## config.mk

```make
export PLATFORM = sky130hd
export DESIGN_NAME = bom_master
export DESIGN_NICKNAME = d
export VERILOG_FILES = /design/src/rtl/bom_pkg.sv /design/src/rtl/bom_track.sv /design/src/rtl/bom_seq.sv /design/src/rtl/bom_master.sv
export SDC_FILE = /design/constraint.sdc
export NUM_CORES = 1
export LEC_CHECK = 0
export CAP_MARGIN = 25
export CELL_PAD_IN_SITES_DETAIL_PLACEMENT = 1
export CELL_PAD_IN_SITES_GLOBAL_PLACEMENT = 2
export CORE_UTILIZATION = 29
export CTS_CLUSTER_DIAMETER = 120
export DETAILED_ROUTE_END_ITERATION = 16
export PLACE_DENSITY = 0.95
export SLEW_MARGIN = 10
export SYNTH_ARGS = -nofsm -noshare
export SYNTH_HDL_FRONTEND = slang
export SYNTH_SLANG_ARGS = --single-unit
export TNS_END_PERCENT = 1
```

## constraint.sdc

```tcl
create_clock -name clk -period 4.5 [get_ports clk]
set_input_delay 0.9 -clock clk [delete_from_list [all_inputs] [get_ports clk]]
set_output_delay 0.9 -clock clk [all_outputs]
set_load 0.02 [all_outputs]
```

## src/rtl/bom_pkg.sv

```systemverilog
package bom_pkg;
    typedef enum logic [2:0] {
        ST_IDLE,
        ST_WAIT,
        ST_GAP,
        ST_ADDR,
        ST_DATA
    } bom_state_e;
endpackage

```

## src/rtl/bom_track.sv

```systemverilog
module bom_track (
    input  logic clk,
    input  logic rst_n,
    input  logic pm_ads_n_i,
    input  logic rdy_n_i,
    input  logic brdy_n_i,
    input  logic boff_active_i,
    output logic inflight_o
);
    logic inflight_d, inflight_q;
    logic any_rdy;

    always_comb begin
        any_rdy    = !rdy_n_i || !brdy_n_i;
        // outstanding now: a tracked cycle not yet readied, or a fresh strobe
        inflight_o = (inflight_q && !any_rdy) || !pm_ads_n_i;
        // strobes seen while the primary is floated are stranded: drop them
        inflight_d = boff_active_i ? 1'b0 : inflight_o;
    end

    always_ff @(posedge clk or negedge rst_n) begin
        if (!rst_n) inflight_q <= 1'b0;
        else        inflight_q <= inflight_d;
    end

    // while backoff is held no primary cycle is remembered
    p_stranded_r9: assert property (@(posedge clk) disable iff (!rst_n)
        (boff_active_i && !pm_ads_n_i) |=> !inflight_q);
endmodule

```

## src/rtl/bom_seq.sv

```systemverilog
module bom_seq
    import bom_pkg::*;
#(
    parameter int AW       = 32,
    parameter int DW       = 32,
    parameter int GAP_CLKS = 2
) (
    input  logic          clk,
    input  logic          rst_n,
    input  logic          req_i,
    input  logic          req_we_i,
    input  logic [AW-1:0] req_addr_i,
    input  logic [DW-1:0] req_wdata_i,
    input  logic          inflight_i,
    input  logic          rdy_n_i,
    input  logic          brdy_n_i,
    input  logic [DW-1:0] dat_i,
    output logic          ack_o,
    output logic          busy_o,
    output logic          done_o,
    output logic [DW-1:0] rdata_o,
    output logic          boff_n_o,
    output logic          ads_n_o,
    output logic [AW-1:0] addr_o,
    output logic          we_o,
    output logic [DW-1:0] wdata_o,
    output logic          oe_o
);
    localparam int CW = $clog2(GAP_CLKS + 1);

    typedef struct packed {
        bom_state_e    state;
        logic [CW-1:0] cnt;
        logic          boff;
        logic [AW-1:0] addr;
        logic          we;
        logic [DW-1:0] wdata;
        logic [DW-1:0] rdata;
        logic          ack;
        logic          done;
    } seq_t;

    seq_t r_q, r_d;

    always_comb begin
        r_d      = r_q;
        r_d.ack  = 1'b0;
        r_d.done = 1'b0;
        case (r_q.state)
            ST_IDLE: if (req_i) begin
                r_d.ack   = 1'b1;
                r_d.boff  = 1'b1;
                r_d.addr  = req_addr_i;
                r_d.we    = req_we_i;
                r_d.wdata = req_wdata_i;
                r_d.cnt   = '0;
                r_d.state = inflight_i ? ST_WAIT : ST_GAP;
            end
            ST_WAIT: if (!rdy_n_i || !brdy_n_i) r_d.state = ST_ADDR;
            ST_GAP: begin
                if (r_q.cnt == CW'(GAP_CLKS - 1)) r_d.state = ST_ADDR;
                else                              r_d.cnt   = r_q.cnt + 1'b1;
            end
            ST_ADDR: r_d.state = ST_DATA;
            ST_DATA: if (!rdy_n_i) begin
                r_d.state = ST_IDLE;
                r_d.boff  = 1'b0;
                r_d.done  = 1'b1;
                if (!r_q.we) r_d.rdata = dat_i;
                r_d.addr  = '0;
                r_d.we    = 1'b0;
                r_d.wdata = '0;
            end
            default: r_d.state = ST_IDLE;
        endcase
    end

    always_ff @(posedge clk or negedge rst_n) begin
        if (!rst_n) begin
            r_q       <= '0;
            r_q.state <= ST_IDLE;
        end else begin
            r_q <= r_d;
        end
    end

    always_comb begin
        oe_o     = (r_q.state == ST_ADDR) || (r_q.state == ST_DATA);
        ads_n_o  = !(r_q.state == ST_ADDR);
        addr_o   = oe_o ? r_q.addr  : '0;
        we_o     = oe_o & r_q.we;
        wdata_o  = oe_o ? r_q.wdata : '0;
        boff_n_o = !r_q.boff;
        busy_o   = r_q.state != ST_IDLE;
        ack_o    = r_q.ack;
        done_o   = r_q.done;
        rdata_o  = r_q.rdata;
    end

    p_ack_busy_r2: assert property (@(posedge clk) disable iff (!rst_n)
        ack_o |-> (busy_o && !boff_n_o));
    p_ads_boff_r3: assert property (@(posedge clk) disable iff (!rst_n)
        !ads_n_o |-> !boff_n_o);
    p_wait_quiet_r4: assert property (@(posedge clk) disable iff (!rst_n)
        (r_q.state == ST_WAIT && rdy_n_i && brdy_n_i) |=> ads_n_o);
    p_ads_single_r5: assert property (@(posedge clk) disable iff (!rst_n)
        !ads_n_o |=> ads_n_o);
    p_addr_hold_r5: assert property (@(posedge clk) disable iff (!rst_n)
        (oe_o && $past(oe_o)) |-> $stable(addr_o));
    p_done_release_r6: assert property (@(posedge clk) disable iff (!rst_n)
        done_o |-> (boff_n_o && !oe_o));
    p_boff_hold_r7: assert property (@(posedge clk) disable iff (!rst_n)
        (busy_o && !(r_q.state == ST_DATA && !rdy_n_i)) |=> !boff_n_o);
    p_float_r10: assert property (@(posedge clk) disable iff (!rst_n)
        oe_o |-> !boff_n_o);
endmodule

```

## src/rtl/bom_master.sv

```systemverilog
module bom_master #(
    parameter int AW       = 32,
    parameter int DW       = 32,
    parameter int GAP_CLKS = 2
) (
    input  logic          clk,
    input  logic          rst_n,
    input  logic          req_i,
    input  logic          req_we_i,
    input  logic [AW-1:0] req_addr_i,
    input  logic [DW-1:0] req_wdata_i,
    output logic          ack_o,
    output logic          busy_o,
    output logic          done_o,
    output logic [DW-1:0] rdata_o,
    input  logic          pm_ads_n_i,
    input  logic          rdy_n_i,
    input  logic          brdy_n_i,
    input  logic [DW-1:0] dat_i,
    output logic          boff_n_o,
    output logic          ads_n_o,
    output logic [AW-1:0] addr_o,
    output logic          we_o,
    output logic [DW-1:0] wdata_o,
    output logic          oe_o
);
    logic inflight;

    bom_track u_track (
        .clk           (clk),
        .rst_n         (rst_n),
        .pm_ads_n_i    (pm_ads_n_i),
        .rdy_n_i       (rdy_n_i),
        .brdy_n_i      (brdy_n_i),
        .boff_active_i (!boff_n_o),
        .inflight_o    (inflight)
    );

    bom_seq #(.AW(AW), .DW(DW), .GAP_CLKS(GAP_CLKS)) u_seq (
        .clk         (clk),
        .rst_n       (rst_n),
        .req_i       (req_i),
        .req_we_i    (req_we_i),
        .req_addr_i  (req_addr_i),
        .req_wdata_i (req_wdata_i),
        .inflight_i  (inflight),
        .rdy_n_i     (rdy_n_i),
        .brdy_n_i    (brdy_n_i),
        .dat_i       (dat_i),
        .ack_o       (ack_o),
        .busy_o      (busy_o),
        .done_o      (done_o),
        .rdata_o     (rdata_o),
        .boff_n_o    (boff_n_o),
        .ads_n_o     (ads_n_o),
        .addr_o      (addr_o),
        .we_o        (we_o),
        .wdata_o     (wdata_o),
        .oe_o        (oe_o)
    );
endmodule

```

==> run_results.csv, run 1 <==
group,metric,value,unit
critical_path,worstPathRequired,3.60,ns
placement,dpl_cell_area,6760,µm²
critical_path,critPathMaxStageDelay,0.65,ns
clock_network,cts_root_buf,"clkbuf_16",
global_routing,gr-total-overflow,0,
run_status,status,"finished, final reports clean",
critical_path,regToRegStartpoint,"u_seq.r_q[104]$_DFFE_PN0P_",
die,io_pins,206,
power_and_ir_drop,clkPwrFrac,17.9,%
power_and_ir_drop,p_switching,1.76,mW
final_layout,finish.net_count,630,
power_and_ir_drop,p_per_area,698,nW/µm²
timing,hold_viol,0,
global_routing,grt_max_degree,77,
clock_network,cts_resized,0,
critical_path,path_cells,"nor2_1 > a21oi_4 > buf_4 > nor2b_1 > clkdlybuf4s50_1",
synthesis,synth_fa_ha_area_share,0.262,%
die,die_h,130,µm
timing,rsz0062_at_grt,"false",
drt,top_layer,"met4",
drt,drt-initial-drc-count,53,
global_routing,grt_pass1_wl,20500,µm
timing,setup_viol,0,
critical_path,cp_slowest_cell,"clkdlybuf4s50_1",
drt,wl_met2,6500,µm
critical_path,criticalPathCategory,"flop to output pin",
die,core,16000,µm²
critical_path,crit_family,"buffers and inverters",
synthesis,ys_seq_area_share,55.6,%
timing,final.setup.tns,0,ns
final_layout,final_cells,747,
global_routing,antenna_found_initial,0,
min_path,hp-class,"input port to async pin",
timing,drv_slew,0,
clock_network,cts_tree,"yes",
drt,via_per_inst,4.62,
critical_path,r2r_slack,2.20,ns
critical_path,crit_arrival,2.51,ns
timing,tightest_slew,0.808,ns
clock_network,tritoncts.num_buffers,9,
clock_network,cts_max_path_buffers,2,
synthesis,yosys.area_share.simple,11.7,%
final_layout,syn_to_final_growth,49.4,%
placement,numPortBuffers,205,
drt,wirelength_met1,5290,µm
synthesis,ys_ff_latch,106,
final_layout,fillers,1726,
clock_network,clkSinkCount,106,
drt,drc_errors,0,
synthesis,synth_flop_cell,"dfrtp_1",
critical_path,endpoint_kind,"output pin",
drt,met3WireLength,1410,µm
synthesis,synthCells,362,
clock_network,postCtsHoldBufs,0,
synthesis,synth-compound-area-share,13.4,%
timing,finalCriticalPeriod,3.41,ns
synthesis,ys_types,32,
critical_path,critPathLaunchType,"flop",
clock_network,htree_levels,3,
die,die_x,130,µm
final_layout,utilization,44.5,%
die,die-area,17000,µm²
drt,first_pass_iters,4,
global_routing,grt_pass1_vias,3825,
critical_path,reg2reg_depth,3,
power_and_ir_drop,combPwrFrac,48.1,%
drt,vias,3450,
timing,maxSlewHeadroom,45.9,%
die,row_count,46,
synthesis,synth_top_family_by_area,"compound AO/OA/AOI/OAI gates",
placement,place.gp.congestion,0.748,
drt,wirelength,13300,µm
synthesis,syn_area,4770,µm²
global_routing,grtUsageTotal,15.9,%
final_layout,design_area,7130,µm²
die,initial_core_util,29.8,%
timing,fmax,0.293,GHz
critical_path,timing.rr.end,"u_seq.rdata_o[30]$_DFFE_PN0P_",
power_and_ir_drop,leakagePower,3.02,nW
timing,fin_crit_sh,75.8,%
synthesis,synth_xor_area_share,0,%
critical_path,path_buf_inv,2,
drt,avgRoutedWirePerCell,17.9,µm
synthesis,synth_edf_count,0,
clock_network,insertion_delay,0.34,ns
timing,finClkSkew,0.00600,ns
clock_network,cts_setup_buffers,0,
placement,dp_hpwl,9650,µm
critical_path,worstPathMaxFanout,37,
final_layout,drive_gt1_share,11.5,%
power_and_ir_drop,peakVddDrop,0.228,mV
job,maxCapViolations,0,
power_and_ir_drop,p_int,3.21,mW
power_and_ir_drop,power_frac_seq,33.9,%
placement,dp_cells,730,
synthesis,async_flop_share,100,%
synthesis,yosysWarnings,0,
synthesis,synth_fp_nets,466,
synthesis,synthMuxAreaShare,9.91,%
clock_network,cts.clk_slew.worst_paths,0.07,ns
power_and_ir_drop,switching_share,35.4,%
synthesis,avgSynthCellArea,13.2,µm²
final_layout,diodes,0,
drt,antenna_left,0,
-- routing by layer --
| layer | up-vias | track usage, % |
|---|---|---|
| li1 | 1556 | - |
| met1 | 1740 | 18.3 |
| met2 | 145 | 26.7 |
| met3 | 9 | 7.05 |
| met4 | 0 | 4.58 |
| met5 | - | 0 |
-- cell usage in the layout (no fill, tap or decap), drive strengths merged --
master,netlist,final
a31o,1,1
nand2,1,1
nor2b,67,67
clkinvlp,0,1
a21oi,3,3
o21ai,3,3
bufinv,0,3
a21boi,1,1
o31a,1,1
mux2,32,32
a22o,65,65
nand4b,1,1
or3,1,1
buf,45,8
nand3b,3,3
a21o,1,1
nand3,1,1
a311oi,1,1
inv,5,5
dfrtp,106,106
nor4b,2,2
clkinv,0,1
clkbuf,14,11
nand2b,2,2
and3b,1,1
ha,1,1
clkdlybuf4s50,0,204
or4b,2,2
nor2,2,2
-- final cells by class --
class / count / area, µm² / area share, %
flip-flops and latches: 106 / 2650 / 37.2
clock inverters: 5 / 103 / 1.44
clock buffers: 11 / 233 / 3.27
inverters: 5 / 18.8 / 0.263
multi-input cells: 192 / 1720 / 24.1
well taps: 216 / 270 / 3.79
repair buffers: 212 / 2130 / 30.0
-- registers in the layout, summed over array words and instances (netlist names) --
signal              flops
u_seq.r_q              71
u_track.inflight_q      1
u_seq.done_o            1
u_seq.ack_o             1
u_seq.rdata_o          32
-- stage by stage --
step                      worst slack, ns  total power [mW]  hold slack, ns
after floorplan                      2.12              3.24           0.422
after global placement               1.43              4.01           0.468
after detailed placement             1.37              4.13           0.474
after CTS                            1.06              5.05           0.497
after global routing                0.954              5.28           0.422
final                                1.09              4.97           0.425
-- cells in the mapped netlist (2+ instances only) --
library cell,number,area share (%)
buf_6,2,0.47
nand3b_1,3,0.47
nor2b_1,67,8.8
inv_1,5,0.39
buf_4,32,5.0
dfrtp_1,106,56
a22o_1,65,12
nand2b_1,2,0.26
mux2_2,2,0.47
buf_12,3,1.3
a21oi_1,3,0.31
clkbuf_1,14,1.1
o21ai_0,3,0.31
mux2_4,30,9.4
buf_2,8,0.84
-- worst register-to-register path, cell delays in order (launching register included) --
cell and delay, ns:
dfrtp_1 0.60, or4b_4 0.57, nor2_8 0.58, mux2_2 0.43
-- cells by family after synthesis --
family                   after synthesis
flip-flops                           106
AND/OR/NAND/NOR                       83
AO/OA/AOI/OAI                         76
buffers and inverters                 64
multiplexers                          32
adder cells (fa/ha/maj)                1
-- power groups by stage --
stage | clock network (mW) | logic, mW | registers (mW)
after floorplan | 0 | 1.67 | 1.57
after global placement | 0 | 2.35 | 1.67
after detailed placement | 0 | 2.44 | 1.69
after CTS | 0.922 | 2.44 | 1.69
after global routing | 0.960 | 2.58 | 1.75
final | 0.892 | 2.39 | 1.69
-- worst max path at each step --
| stage | depth (start not counted) | end | slack (ns) | start |
|---|---|---|---|---|
| floorplan | 6 | addr_o[0] | 2.12 | u_seq.r_q[103]$_DFFE_PN0P_ |
| global placement | 4 | u_seq.rdata_o[30]$_DFFE_PN0P_ | 1.43 | rdy_n_i |
| detailed placement | 4 | u_seq.rdata_o[30]$_DFFE_PN0P_ | 1.37 | rdy_n_i |
| CTS | 5 | addr_o[19] | 1.06 | u_seq.r_q[103]$_DFFE_PN0P_ |
| global route | 5 | addr_o[19] | 0.95 | u_seq.r_q[103]$_DFFE_PN0P_ |
| finish | 5 | addr_o[19] | 1.09 | u_seq.r_q[103]$_DFFE_PN0P_ |
No activity file was read; power rests on OpenSTA's default activity.
==> run 2, diff against run 1 <==
--- a/config.mk
+++ b/config.mk
@@ -8,10 +8,10 @@
 export CAP_MARGIN = 25
 export CELL_PAD_IN_SITES_DETAIL_PLACEMENT = 1
 export CELL_PAD_IN_SITES_GLOBAL_PLACEMENT = 2
-export CORE_UTILIZATION = 29
+export CORE_UTILIZATION = 26
 export CTS_CLUSTER_DIAMETER = 120
 export DETAILED_ROUTE_END_ITERATION = 16
-export PLACE_DENSITY = 0.95
+export PLACE_DENSITY = 0.88
 export SLEW_MARGIN = 10
 export SYNTH_ARGS = -nofsm -noshare
 export SYNTH_HDL_FRONTEND = slang
==> constraint.sdc (replaced) <==
create_clock -name clk -period 3.3 [get_ports clk]
set_input_delay 0.66 -clock clk [delete_from_list [all_inputs] [get_ports clk]]
set_output_delay 0.66 -clock clk [all_outputs]
set_load 0.02 [all_outputs]
==> run 2 against run 1 <==
Compared with the run above:
- register-to-register slack got worse by 1.1 ns
- clock skew rose by 0.0011 ns
- combinational power rose by 37%
- critical path depth unchanged
- total power up 33%
- utilization down 5.0 points
- clock power increased by 19%
- hold slack worse by 0.097 ns
- count of clock-buffer cells in the layout increased by 1
- critical path type unchanged
- critical endpoint is now addr_o[17]
==> run_results.csv, run 2 (synthesis gave the netlist of run 1 again) <==
group,metric,value,unit
run_status,status,"finished, final reports clean",
die,row_count,49,
clock_network,tritoncts.num_buffers,9,
die,core,18000,µm²
power_and_ir_drop,peakVddDrop,0.374,mV
die,die_h,137,µm
final_layout,layout_common_cells,"clkdlybuf4s50_1 (204), dfrtp_1 (106), nor2b_1 (67), a22o_1 (65), mux2_4 (30)",
timing,final.setup.tns,0,ns
drt,wirelength,12900,µm
drt,drt-initial-drc-count,78,
die,io_pins,206,
critical_path,r2r_slack,1.12,ns
die,die_x,137,µm
clock_network,cts_root_buf,"clkbuf_16",
final_layout,utilization,39.5,%
timing,maxSlewHeadroom,47.4,%
global_routing,grt_max_degree,68,
timing,tightest_slew,0.785,ns
drt,first_pass_iters,4,
clock_network,cts_resized,0,
critical_path,criticalPathCategory,"flop to output pin",
power_and_ir_drop,p_per_area,931,nW/µm²
timing,rsz0062_at_grt,"false",
critical_path,worstPathRequired,2.64,ns
clock_network,cts.clk_slew.worst_paths,0.07,ns
global_routing,grt_pass1_wl,20000,µm
drt,antenna_left,0,
critical_path,critPathLaunchType,"flop",
global_routing,gr-total-overflow,0,
final_layout,finish.net_count,629,
final_layout,fillers,1902,
final_layout,drive_gt1_share,11.2,%
timing,hold_viol,0,
clock_network,postCtsHoldBufs,0,
drt,vias,3424,
final_layout,top_register,"u_seq.r_q",
drt,drc_errors,0,
placement,numPortBuffers,205,
final_layout,layout_commonest_cell,"clkdlybuf4s50_1",
timing,finClkSkew,0.00711,ns
critical_path,endpoint_kind,"output pin",
global_routing,grt_pass1_vias,3795,
die,die-area,18900,µm²
clock_network,insertion_delay,0.34,ns
placement,place.gp.congestion,0.722,
critical_path,crit_arrival,2.44,ns
final_layout,multi_input_area,1720,µm²
clock_network,cts_max_path_buffers,2,
global_routing,grtUsageTotal,13.9,%
clock_network,cts_tree,"yes",
job,maxCapViolations,0,
final_layout,design_area,7100,µm²
timing,drv_slew,0,
timing,setup_viol,0,
final_layout,largest_reg_flops,71,
final_layout,area.sequential,2650,µm²
clock_network,htree_levels,3,
final_layout,syn_to_final_growth,48.9,%
global_routing,antenna_found_initial,0,
placement,dp_hpwl,9020,µm
critical_path,worstPathMaxFanout,59,
drt,avgRoutedWirePerCell,17.0,µm
die,initial_core_util,26.6,%
min_path,hp-class,"input port to async pin",
placement,dpl_cell_area,6820,µm²
final_layout,diodes,0,
clock_network,clkSinkCount,106,
drt,via_per_inst,4.52,
clock_network,cts_setup_buffers,0,
timing,fmax,0.323,GHz
timing,fin_crit_sh,93.9,%
timing,finalCriticalPeriod,3.10,ns
power_and_ir_drop,leakagePower,3.00,nW
## run 2: changes by cell type in the layout (fill, tap and decap cells not counted)
cell,delta
clkinvlp_4,-1
buf_4,-3
clkbuf_8,+1
bufinv_16,-2
buf_16,-1
clkinv_2,+1
buf_12,+3
## run 2: worst paths after layout
check | end | cells past startpoint | start
worst max register to register | u_seq.r_q[56]$_DFFE_PN0P_ | 4 | u_seq.r_q[104]$_DFFE_PN0P_
min in group clk | u_seq.r_q[88]$_DFFE_PN0P_ | 1 | u_seq.r_q[88]$_DFFE_PN0P_
worst min register to register | u_seq.r_q[88]$_DFFE_PN0P_ | 1 | u_seq.r_q[88]$_DFFE_PN0P_
worst max-delay path | addr_o[17] | 5 | u_seq.r_q[103]$_DFFE_PN0P_
max in group asynchronous | u_seq.done_o$_DFF_PN0_ | 2 | rst_n
worst min-delay path | u_seq.rdata_o[29]$_DFFE_PN0P_ | 1 | rst_n
## run 2: critical path, cell delays in order (launching register included)
cell and delay [ns]:
dfrtp_1 0.50, nor2_1 0.42, a21oi_4 0.12, buf_12 0.20
nor2b_1 0.16, clkdlybuf4s50_1 0.63
## run 2: area by class of cell
cell class,count,share of cell area [%]
Tap cell,229,4.03
Clock buffer,12,3.47
Inverter,5,0.264
Multi-Input combinational cell,192,24.1
Timing Repair Buffer,211,30.2
Sequential cell,106,37.3
Clock inverter,3,0.564
## run 2: stage by stage
stage | instances | total power, mW | worst slack (ns) | hold slack [ns]
6_report | 758 | 6.61 | 0.200 | 0.328
3_3_place_gp | 743 | 5.51 | 0.529 | 0.457
5_1_grt | 758 | 7.05 | 0.0577 | 0.384
4_1_cts | 758 | 6.74 | 0.160 | 0.354
3_5_place_dp | 743 | 5.62 | 0.469 | 0.473
2_1_floorplan | 362 | 4.42 | 1.16 | 0.364
## run 2: metal layers
metal,GRT usage (%),part of all wire (%)
met4,5.13,1.3
met3,4.71,9.1
met2,22.8,47
met1,16.8,43
met5,0,0
## run 2: report_power, final
part	internal, mW	switching [mW]
clock network	0.603	0.452
registers	1.90	0.385
logic	1.75	1.52
==> run 3, diff against run 2 <==
--- a/config.mk
+++ b/config.mk
@@ -12,6 +12,7 @@
 export CTS_CLUSTER_DIAMETER = 120
 export DETAILED_ROUTE_END_ITERATION = 16
 export PLACE_DENSITY = 0.88
+export SKIP_LAST_GASP = 1
 export SLEW_MARGIN = 10
 export SYNTH_ARGS = -nofsm -noshare
 export SYNTH_HDL_FRONTEND = slang
==> results of run 3 <==
Same layout as run 2: the final DEF is identical, and so are final timing and power.
